**src/rtl/exc_pkg.sv**
```systemverilog
package exc_pkg;
  localparam int WORD = 64;

  typedef enum logic [3:0] {
    S_IDLE, S_START, S_RD0, S_W0, S_RD1, S_W1, S_CHECK, S_PUSH, S_HALT
  } exc_state_t;

  typedef struct packed {
    logic [WORD-1:0] handler;
    logic [15:0]     selector;
    logic [2:0]      stack_idx;
    logic [1:0]      dpl;
    logic            trap;
    logic            usable;
  } gate_t;

  // vectors that place an error code on the stack
  function automatic logic carries_code(input logic [7:0] v);
    case (v)
      8'd8, 8'd10, 8'd11, 8'd12, 8'd13, 8'd14,
      8'd17, 8'd21, 8'd29, 8'd30: carries_code = 1'b1;
      default:                    carries_code = 1'b0;
    endcase
  endfunction
endpackage

```
**src/rtl/exc_gate_decode.sv**
```systemverilog
module exc_gate_decode
  import exc_pkg::*;
(
  input  logic [WORD-1:0] beat_lo,
  input  logic [31:0]     beat_hi,
  output gate_t           gate
);
  logic [15:0] opts;
  logic        unused_rsvd;

  assign opts = beat_lo[47:32];

  // pointer pieces rejoined from three places
  assign gate.handler   = {beat_hi, beat_lo[63:48], beat_lo[15:0]};
  assign gate.selector  = beat_lo[31:16];
  assign gate.stack_idx = opts[2:0];
  assign gate.dpl       = opts[14:13];
  assign gate.trap      = opts[8];
  // present, fixed ones and fixed zero
  assign gate.usable    = opts[15] & (&opts[11:9]) & ~opts[12];
  assign unused_rsvd    = ^opts[7:3];
endmodule

```
**src/rtl/exc_push_seq.sv**
```systemverilog
module exc_push_seq
  import exc_pkg::*;
(
  input  logic            clk,
  input  logic            rst,
  input  logic            start,
  input  logic [WORD-1:0] sp_in,
  input  logic [WORD-1:0] word0,
  input  logic [WORD-1:0] word1,
  input  logic [WORD-1:0] word2,
  input  logic            three,
  output logic            push_valid,
  input  logic            push_ready,
  output logic [WORD-1:0] push_addr,
  output logic [WORD-1:0] push_data,
  output logic            done
);
  logic       active_q;
  logic [1:0] idx_q;
  logic       last;

  assign last       = (idx_q == (three ? 2'd2 : 2'd1));
  assign push_valid = active_q;
  assign done       = active_q & push_ready & last;

  always_comb begin
    case (idx_q)
      2'd0:    push_data = word0;
      2'd1:    push_data = word1;
      default: push_data = word2;
    endcase
  end

  always_ff @(posedge clk) begin
    if (rst) begin
      active_q  <= 1'b0;
      idx_q     <= 2'd0;
      push_addr <= '0;
    end else if (start) begin
      active_q  <= 1'b1;
      idx_q     <= 2'd0;
      push_addr <= sp_in - WORD'(8);
    end else if (active_q && push_ready) begin
      if (last) begin
        active_q <= 1'b0;
      end else begin
        idx_q     <= idx_q + 2'd1;
        push_addr <= push_addr - WORD'(8);
      end
    end
  end

  AST_PUSH_HOLD: assert property (@(posedge clk) disable iff (rst)
    push_valid && !push_ready |=> push_valid && $stable(push_addr) && $stable(push_data));
  AST_PUSH_STEP: assert property (@(posedge clk) disable iff (rst)
    push_valid && push_ready && !last |=> push_valid && (push_addr == $past(push_addr) - WORD'(8)));
endmodule

```
**src/rtl/exc_vector_unit.sv**
```systemverilog
module exc_vector_unit
  import exc_pkg::*;
#(
  parameter int LIM_W  = 16,
  parameter int IF_BIT = 9,
  parameter int DF_VEC = 8
) (
  input  logic             clk,
  input  logic             rst,
  input  logic             tbl_load,
  input  logic [WORD-1:0]  tbl_base,
  input  logic [LIM_W-1:0] tbl_limit,
  input  logic             req_valid,
  output logic             req_ready,
  input  logic [7:0]       req_vector,
  input  logic [WORD-1:0]  req_err_code,
  input  logic [WORD-1:0]  req_rip,
  input  logic [WORD-1:0]  req_flags,
  input  logic [WORD-1:0]  req_sp,
  output logic             rd_valid,
  input  logic             rd_ready,
  output logic [WORD-1:0]  rd_addr,
  input  logic             rsp_valid,
  input  logic             rsp_err,
  input  logic [WORD-1:0]  rsp_data,
  output logic             push_valid,
  input  logic             push_ready,
  output logic [WORD-1:0]  push_addr,
  output logic [WORD-1:0]  push_data,
  output logic             dlv_valid,
  output logic [7:0]       dlv_vector,
  output logic [WORD-1:0]  dlv_handler,
  output logic [15:0]      dlv_selector,
  output logic [2:0]       dlv_stack_idx,
  output logic [1:0]       dlv_dpl,
  output logic [WORD-1:0]  dlv_flags,
  output logic [WORD-1:0]  dlv_sp,
  output logic             reset_req
);
  localparam int OFF_W = 12;
  localparam logic [WORD-1:0] IF_MASK = WORD'(1) << IF_BIT;

  exc_state_t       state_q;
  logic [WORD-1:0]  base_q;
  logic [LIM_W-1:0] lim_q;
  logic             lvl_q;
  logic [7:0]       vec_q;
  logic [WORD-1:0]  rip_q, flg_q, sp_q, err_q, addr_q;
  logic [WORD-1:0]  beat0_q;
  logic [31:0]      beat1_q;
  logic [OFF_W-1:0] entry_off, entry_end;
  logic             beyond, fault, seq_start, seq_done;
  gate_t            gate;

  assign entry_off = {vec_q, 4'h0};
  assign entry_end = entry_off + OFF_W'(15);
  assign beyond    = 32'(entry_end) > 32'(lim_q);

  assign req_ready = (state_q == S_IDLE);
  assign rd_valid  = (state_q == S_RD0) || (state_q == S_RD1);
  assign rd_addr   = addr_q;

  assign fault = ((state_q == S_START) && beyond) ||
                 (((state_q == S_W0) || (state_q == S_W1)) && rsp_valid && rsp_err) ||
                 ((state_q == S_CHECK) && !gate.usable);
  assign seq_start = (state_q == S_CHECK) && gate.usable;

  exc_gate_decode u_dec (.beat_lo(beat0_q), .beat_hi(beat1_q), .gate(gate));

  exc_push_seq u_push (
    .clk(clk), .rst(rst), .start(seq_start), .sp_in(sp_q),
    .word0(rip_q), .word1(flg_q), .word2(err_q), .three(carries_code(vec_q)),
    .push_valid(push_valid), .push_ready(push_ready),
    .push_addr(push_addr), .push_data(push_data), .done(seq_done)
  );

  // table registers
  always_ff @(posedge clk) begin
    if (rst) begin
      base_q <= '0;
      lim_q  <= '0;
    end else if (tbl_load) begin
      base_q <= tbl_base;
      lim_q  <= tbl_limit;
    end
  end

  always_ff @(posedge clk) begin
    if (rst) begin
      state_q <= S_IDLE;
      lvl_q <= 1'b0; vec_q <= '0; rip_q <= '0; flg_q <= '0; sp_q <= '0;
      err_q <= '0; addr_q <= '0; beat0_q <= '0; beat1_q <= '0;
      dlv_valid <= 1'b0; dlv_vector <= '0; dlv_handler <= '0; dlv_selector <= '0;
      dlv_stack_idx <= '0; dlv_dpl <= '0; dlv_flags <= '0; dlv_sp <= '0;
      reset_req <= 1'b0;
    end else begin
      dlv_valid <= 1'b0;
      if (fault) begin
        if (lvl_q) begin
          reset_req <= 1'b1;
          state_q   <= S_HALT;
        end else begin
          lvl_q   <= 1'b1;
          vec_q   <= 8'(DF_VEC);
          err_q   <= '0;
          state_q <= S_START;
        end
      end else begin
        case (state_q)
          S_IDLE: if (req_valid) begin
            lvl_q <= 1'b0; vec_q <= req_vector; rip_q <= req_rip;
            flg_q <= req_flags; sp_q <= req_sp; err_q <= req_err_code;
            state_q <= S_START;
          end
          S_START: begin
            addr_q  <= base_q + WORD'(entry_off);
            state_q <= S_RD0;
          end
          S_RD0: if (rd_ready) state_q <= S_W0;
          S_W0: if (rsp_valid) begin
            beat0_q <= rsp_data;
            addr_q  <= addr_q + WORD'(8);
            state_q <= S_RD1;
          end
          S_RD1: if (rd_ready) state_q <= S_W1;
          S_W1: if (rsp_valid) begin
            beat1_q <= rsp_data[31:0];
            state_q <= S_CHECK;
          end
          S_CHECK: state_q <= S_PUSH;
          S_PUSH: if (seq_done) begin
            dlv_valid     <= 1'b1;
            dlv_vector    <= vec_q;
            dlv_handler   <= gate.handler;
            dlv_selector  <= gate.selector;
            dlv_stack_idx <= gate.stack_idx;
            dlv_dpl       <= gate.dpl;
            dlv_flags     <= gate.trap ? flg_q : (flg_q & ~IF_MASK);
            dlv_sp        <= push_addr;
            lvl_q         <= 1'b0;
            state_q       <= S_IDLE;
          end
          default: state_q <= state_q;
        endcase
      end
    end
  end

  AST_RD_HOLD: assert property (@(posedge clk) disable iff (rst)
    rd_valid && !rd_ready |=> rd_valid && $stable(rd_addr));
  AST_TRIPLE_STICKY: assert property (@(posedge clk) disable iff (rst)
    reset_req |=> reset_req);
  AST_TRIPLE_QUIET: assert property (@(posedge clk) disable iff (rst)
    reset_req |-> !rd_valid && !push_valid && !req_ready && !dlv_valid);
  AST_DLV_PULSE: assert property (@(posedge clk) disable iff (rst)
    dlv_valid |=> !dlv_valid);
  AST_PORT_EXCL: assert property (@(posedge clk) disable iff (rst)
    !(rd_valid && push_valid));
  AST_BUSY_STALL: assert property (@(posedge clk) disable iff (rst)
    req_valid && req_ready |=> !req_ready);
endmodule

```
**config.mk**
```make
export PLATFORM = sky130hd
export DESIGN_NAME = exc_vector_unit
export DESIGN_NICKNAME = d
export VERILOG_FILES = /design/src/rtl/exc_pkg.sv /design/src/rtl/exc_gate_decode.sv /design/src/rtl/exc_push_seq.sv /design/src/rtl/exc_vector_unit.sv
export SDC_FILE = /design/constraint.sdc
export NUM_CORES = 2
export LEC_CHECK = 0
export ABC_AREA = 1
export BUFFER_PORTS_ARGS = -buffer_cell sky130_fd_sc_hd__buf_2
export CAP_MARGIN = 20
export CORE_MARGIN = 1.5
export CORE_UTILIZATION = 30
export CTS_CLUSTER_DIAMETER = 120
export DETAILED_ROUTE_END_ITERATION = 10
export PLACE_DENSITY = 0.51
export SLEW_MARGIN = 15
export SYNTH_ARGS = -nofsm -noshare
export SYNTH_HDL_FRONTEND = slang
export SYNTH_SLANG_ARGS = --single-unit
export TNS_END_PERCENT = 30
```
**constraint.sdc**
```tcl
create_clock -name clk -period 2.78 [get_ports clk]
set_input_delay 0.139 -clock clk [delete_from_list [all_inputs] [get_ports clk]]
set_output_delay 0.139 -clock clk [all_outputs]
set_load 0.1 [all_outputs]
```
==> flow_metrics.tcl <==
set metrics [dict create \
    outcome "finished, final reports clean" \
    synth_edf_count 0 \
    numCtsBuffers 95 \
    cp_max_fo 17 \
    grt_first_pass_wirelength_um 240000 \
    io_pins 834 \
    viasPerCell 4.93 \
    hpwl_um 124000 \
    dr.pass1.iters 7 \
    worst_pin_slew_ps 893 \
    min_from "req_valid" \
    ys_seq_area_share_pct 43.7 \
    antenna_found_initial 11 \
    routed_wl_um 167000 \
    p_per_area_nw_per_um2 787 \
    final_net_count 6863 \
    yosysTopAreaCellShare_pct 43.7 \
    yosys_warnings 0 \
    die-area_um2 123000 \
    fmax_mhz 371 \
    slowest_delay_ps 330 \
    drv_cap 0 \
    syn_area_per_cell_um2 7.04 \
    setup_viol 0 \
    clock_path_buffers 3 \
    post_drt_wl_per_cell_um 20.5 \
    vias 40000 \
    worstHoldEndpoint "lvl_q$_SDFFE_PP0P_" \
    dr_wl_met2_um 77400 \
    drive_gt1_share_pct 21.6 \
    clock-root-buffer "clkbuf_16" \
    synthArstFlopShare_pct 0 \
    place_inst 7500 \
    cp_top_family "buffers and inverters" \
    synth.area.top_cells "dfxtp_1 44%, o21ai_0 11%, nand2_1 8.0%" \
    fillers 12500 \
    die_h_um 351 \
    period_minus_slack_ps 2690 \
    r2r-end "rd_addr[62]$_SDFFE_PP0P_" \
    worstPathArrival_ps 2560 \
    leakage_nw 23.7 \
    worst_path_max_delay_cell "dfxtp_2" \
    r2r_slack_ps 150 \
    grt_usage_pct 25.7 \
    synth_seq_cells 795 \
    maxUsedRoutingLayer "met5" \
    drtIter0Drc 3276 \
    core_area_um2 120000 \
    syn-num-nets 5609 \
    setup_slack_ps 85.3 \
    synth_cells 5170 \
    crit_chain "inv_1 > ha_2 > nor2_4 > buf_12 > buf_8 > a22oi_1 > o21ai_0 > buf_12" \
    cp-end-kind "primary output" \
    yosysMostFrequentCell "dfxtp_1" \
    required_ps 2640 \
    clock_sinks 795 \
    startpoint_type "register" \
    max_slew_margin_pct 39.9 \
    die_x_um 351 \
    r2r_cells 17 \
    worst_skew_pair.late_latency_ps 710 \
    fin_skew_ps 55.4 \
    synth_common_cells "795 x dfxtp_1, 779 x o21ai_0, 774 x nand2_1" \
    reg2reg_from "base_q[4]$_SDFFE_PP0P_" \
    synth_top_cell_by_area "dfxtp_1" \
    cts_tree "done" \
    peakVddDrop_mv 0.654 \
    pre_cts_slack_ps -43.8 \
    hold_class "input pin to register" \
    path_common_cell "buf_12" \
    hold_viol_final 0 \
    synth.distinct_cells 56 \
    post-route-period-util_pct 96.9 \
    area_growth_pct 43.3 \
    finalNonFillerCells 8124 \
    finalSetupTns_ps 0 \
    drt-met1-wl_um 73300 \
    grt_overflow_total 0 \
    utilization_pct 43.4 \
    grt_max_degree 107 \
    start_util_pct 30.3 \
    num_rows 127 \
    met3_length_um 10500 \
    path_class "register to primary output" \
    worstHoldPathCells 6 \
    h-tree-depth 3 \
    drc 0 \
    grt_pass1_vias 37700 \
    drtAntennaViolNets 0 \
    synth_area_um2 36400 \
    rsz0062_at_grt "yes" \
    ys.flop_type "dfxtp_1" \
    slew_viol_final 0 \
    critPathBufInv 4 \
    io_buffers 828 \
    place.gp.congestion 0.946 \
    clkTransAtPathRegs_ps 60 \
]
[per-layer routing]
layer  GRT usage (%)  up-vias
li1                -    19600
met1            33.8    18800
met2            42.3     1337
met3            4.63      244
met4            8.47        8
met5               0        -
[how the worst max path moves through the flow]
| stage | startpoint | to | slack, ps | cells past startpoint |
|---|---|---|---|---|
| 2_1_floorplan | u_push.idx_q[1]$_SDFFE_PP0P_ | push_data[0] | -380 | 5 |
| 3_3_place_gp | beat0_q[44]$_SDFFE_PP0P_ | u_push.push_addr[39]$_SDFFE_PP0P_ | -40 | 18 |
| 3_5_place_dp | beat0_q[44]$_SDFFE_PP0P_ | u_push.push_addr[39]$_SDFFE_PP0P_ | -40 | 18 |
| 4_1_cts | u_push.idx_q[0]$_SDFFE_PP0P_ | push_data[28] | -20 | 9 |
| 5_1_grt | beat0_q[44]$_SDFFE_PP0P_ | u_push.push_addr[41]$_SDFFE_PP0P_ | -90 | 19 |
| 6_report | u_push.idx_q[0]$_SDFFE_PP0P_ | push_data[30] | 90 | 8 |
[tightest hold or removal path: cells and delay by family]
| family | cells | cell delay, ps |
|---|---|---|
| buf+inv | 2 | 200 |
| simple gates | 1 | 50 |
| compound gates | 3 | 310 |
[cells in the final DEF, fill, tap and decap left out, types with 5 or more instances in the layout]
master	synthesis	layout
a211oi_1	5	5
a21oi_1	577	577
a22oi_1	66	62
a31oi_1	12	12
and2_1	5	5
buf_12	0	96
buf_2	35	763
buf_4	1	167
bufinv_16	0	6
clkbuf_1	249	19
clkbuf_16	0	96
clkbuf_8	0	24
clkinv_2	1	15
clkinvlp_4	0	5
dfxtp_1	795	792
diode_2	0	9
dlygate4sd3_1	0	429
ha_1	22	20
inv_1	497	495
inv_2	25	24
nand2_1	774	766
nand2_2	45	53
nand2_4	9	8
nand3_1	274	270
nand3b_1	6	6
nand4_1	58	58
nor2_1	611	589
nor2_2	32	41
nor2_4	23	37
nor3_1	77	75
nor4_1	14	14
o211ai_1	23	23
o21ai_0	779	776
o21ai_1	16	17
o21ai_2	7	9
o21bai_1	11	11
or2_2	11	11
xnor2_1	7	7
xor2_1	52	52
[metrics by stage]
stage	instance area, um^2	power (mW)	hold WS (ps)
after global routing	52200	42.9	88.6
after floorplan	36400	22.8	274
final	52200	41.1	63.6
after global placement	44200	27.5	362
after CTS	51900	41.4	19.9
after detailed placement	44200	27.6	365
[final cells by class]
cell class / count / area (um^2) / share of cell area (%)
Antenna cell: 9 / 22.5 / 0.0432
Clock buffer: 138 / 2780 / 5.33
Clock inverter: 38 / 514 / 0.985
Inverter: 526 / 2000 / 3.82
Multi-Input combinational cell: 3544 / 17500 / 33.5
Sequential cell: 795 / 15900 / 30.5
Tap cell: 1612 / 2020 / 3.87
Timing Repair Buffer: 1462 / 11400 / 21.9
[kinds of logic (layout without fill, tap and decap cells)]
logic type	count (synthesis)	after routing	synth area share, %
simple gates	1950	1951	23.3
compound gates	1511	1511	21.8
buf+inv	832	2164	8.96
flops	795	795	43.7
xor+xnor	59	59	1.42
fa+ha+maj	23	23	0.811
other cells	0	9	0
[power by group]
part           internal [mW]  switching [mW]
Sequential              13.1            1.14
Combinational           3.94            9.79
Clock                   7.59            5.54
Total                   24.6            16.5
[timing repair]
item	in CTS	in global routing
gates cloned	0	2
buffers inserted	3	6
pin swaps	1	8
gates resized for setup	6	59
setup endpoints to repair	60	88
hold endpoints to repair	468	0
hold buffers	429	0
Note: power is estimated with default switching activity, not from simulation.
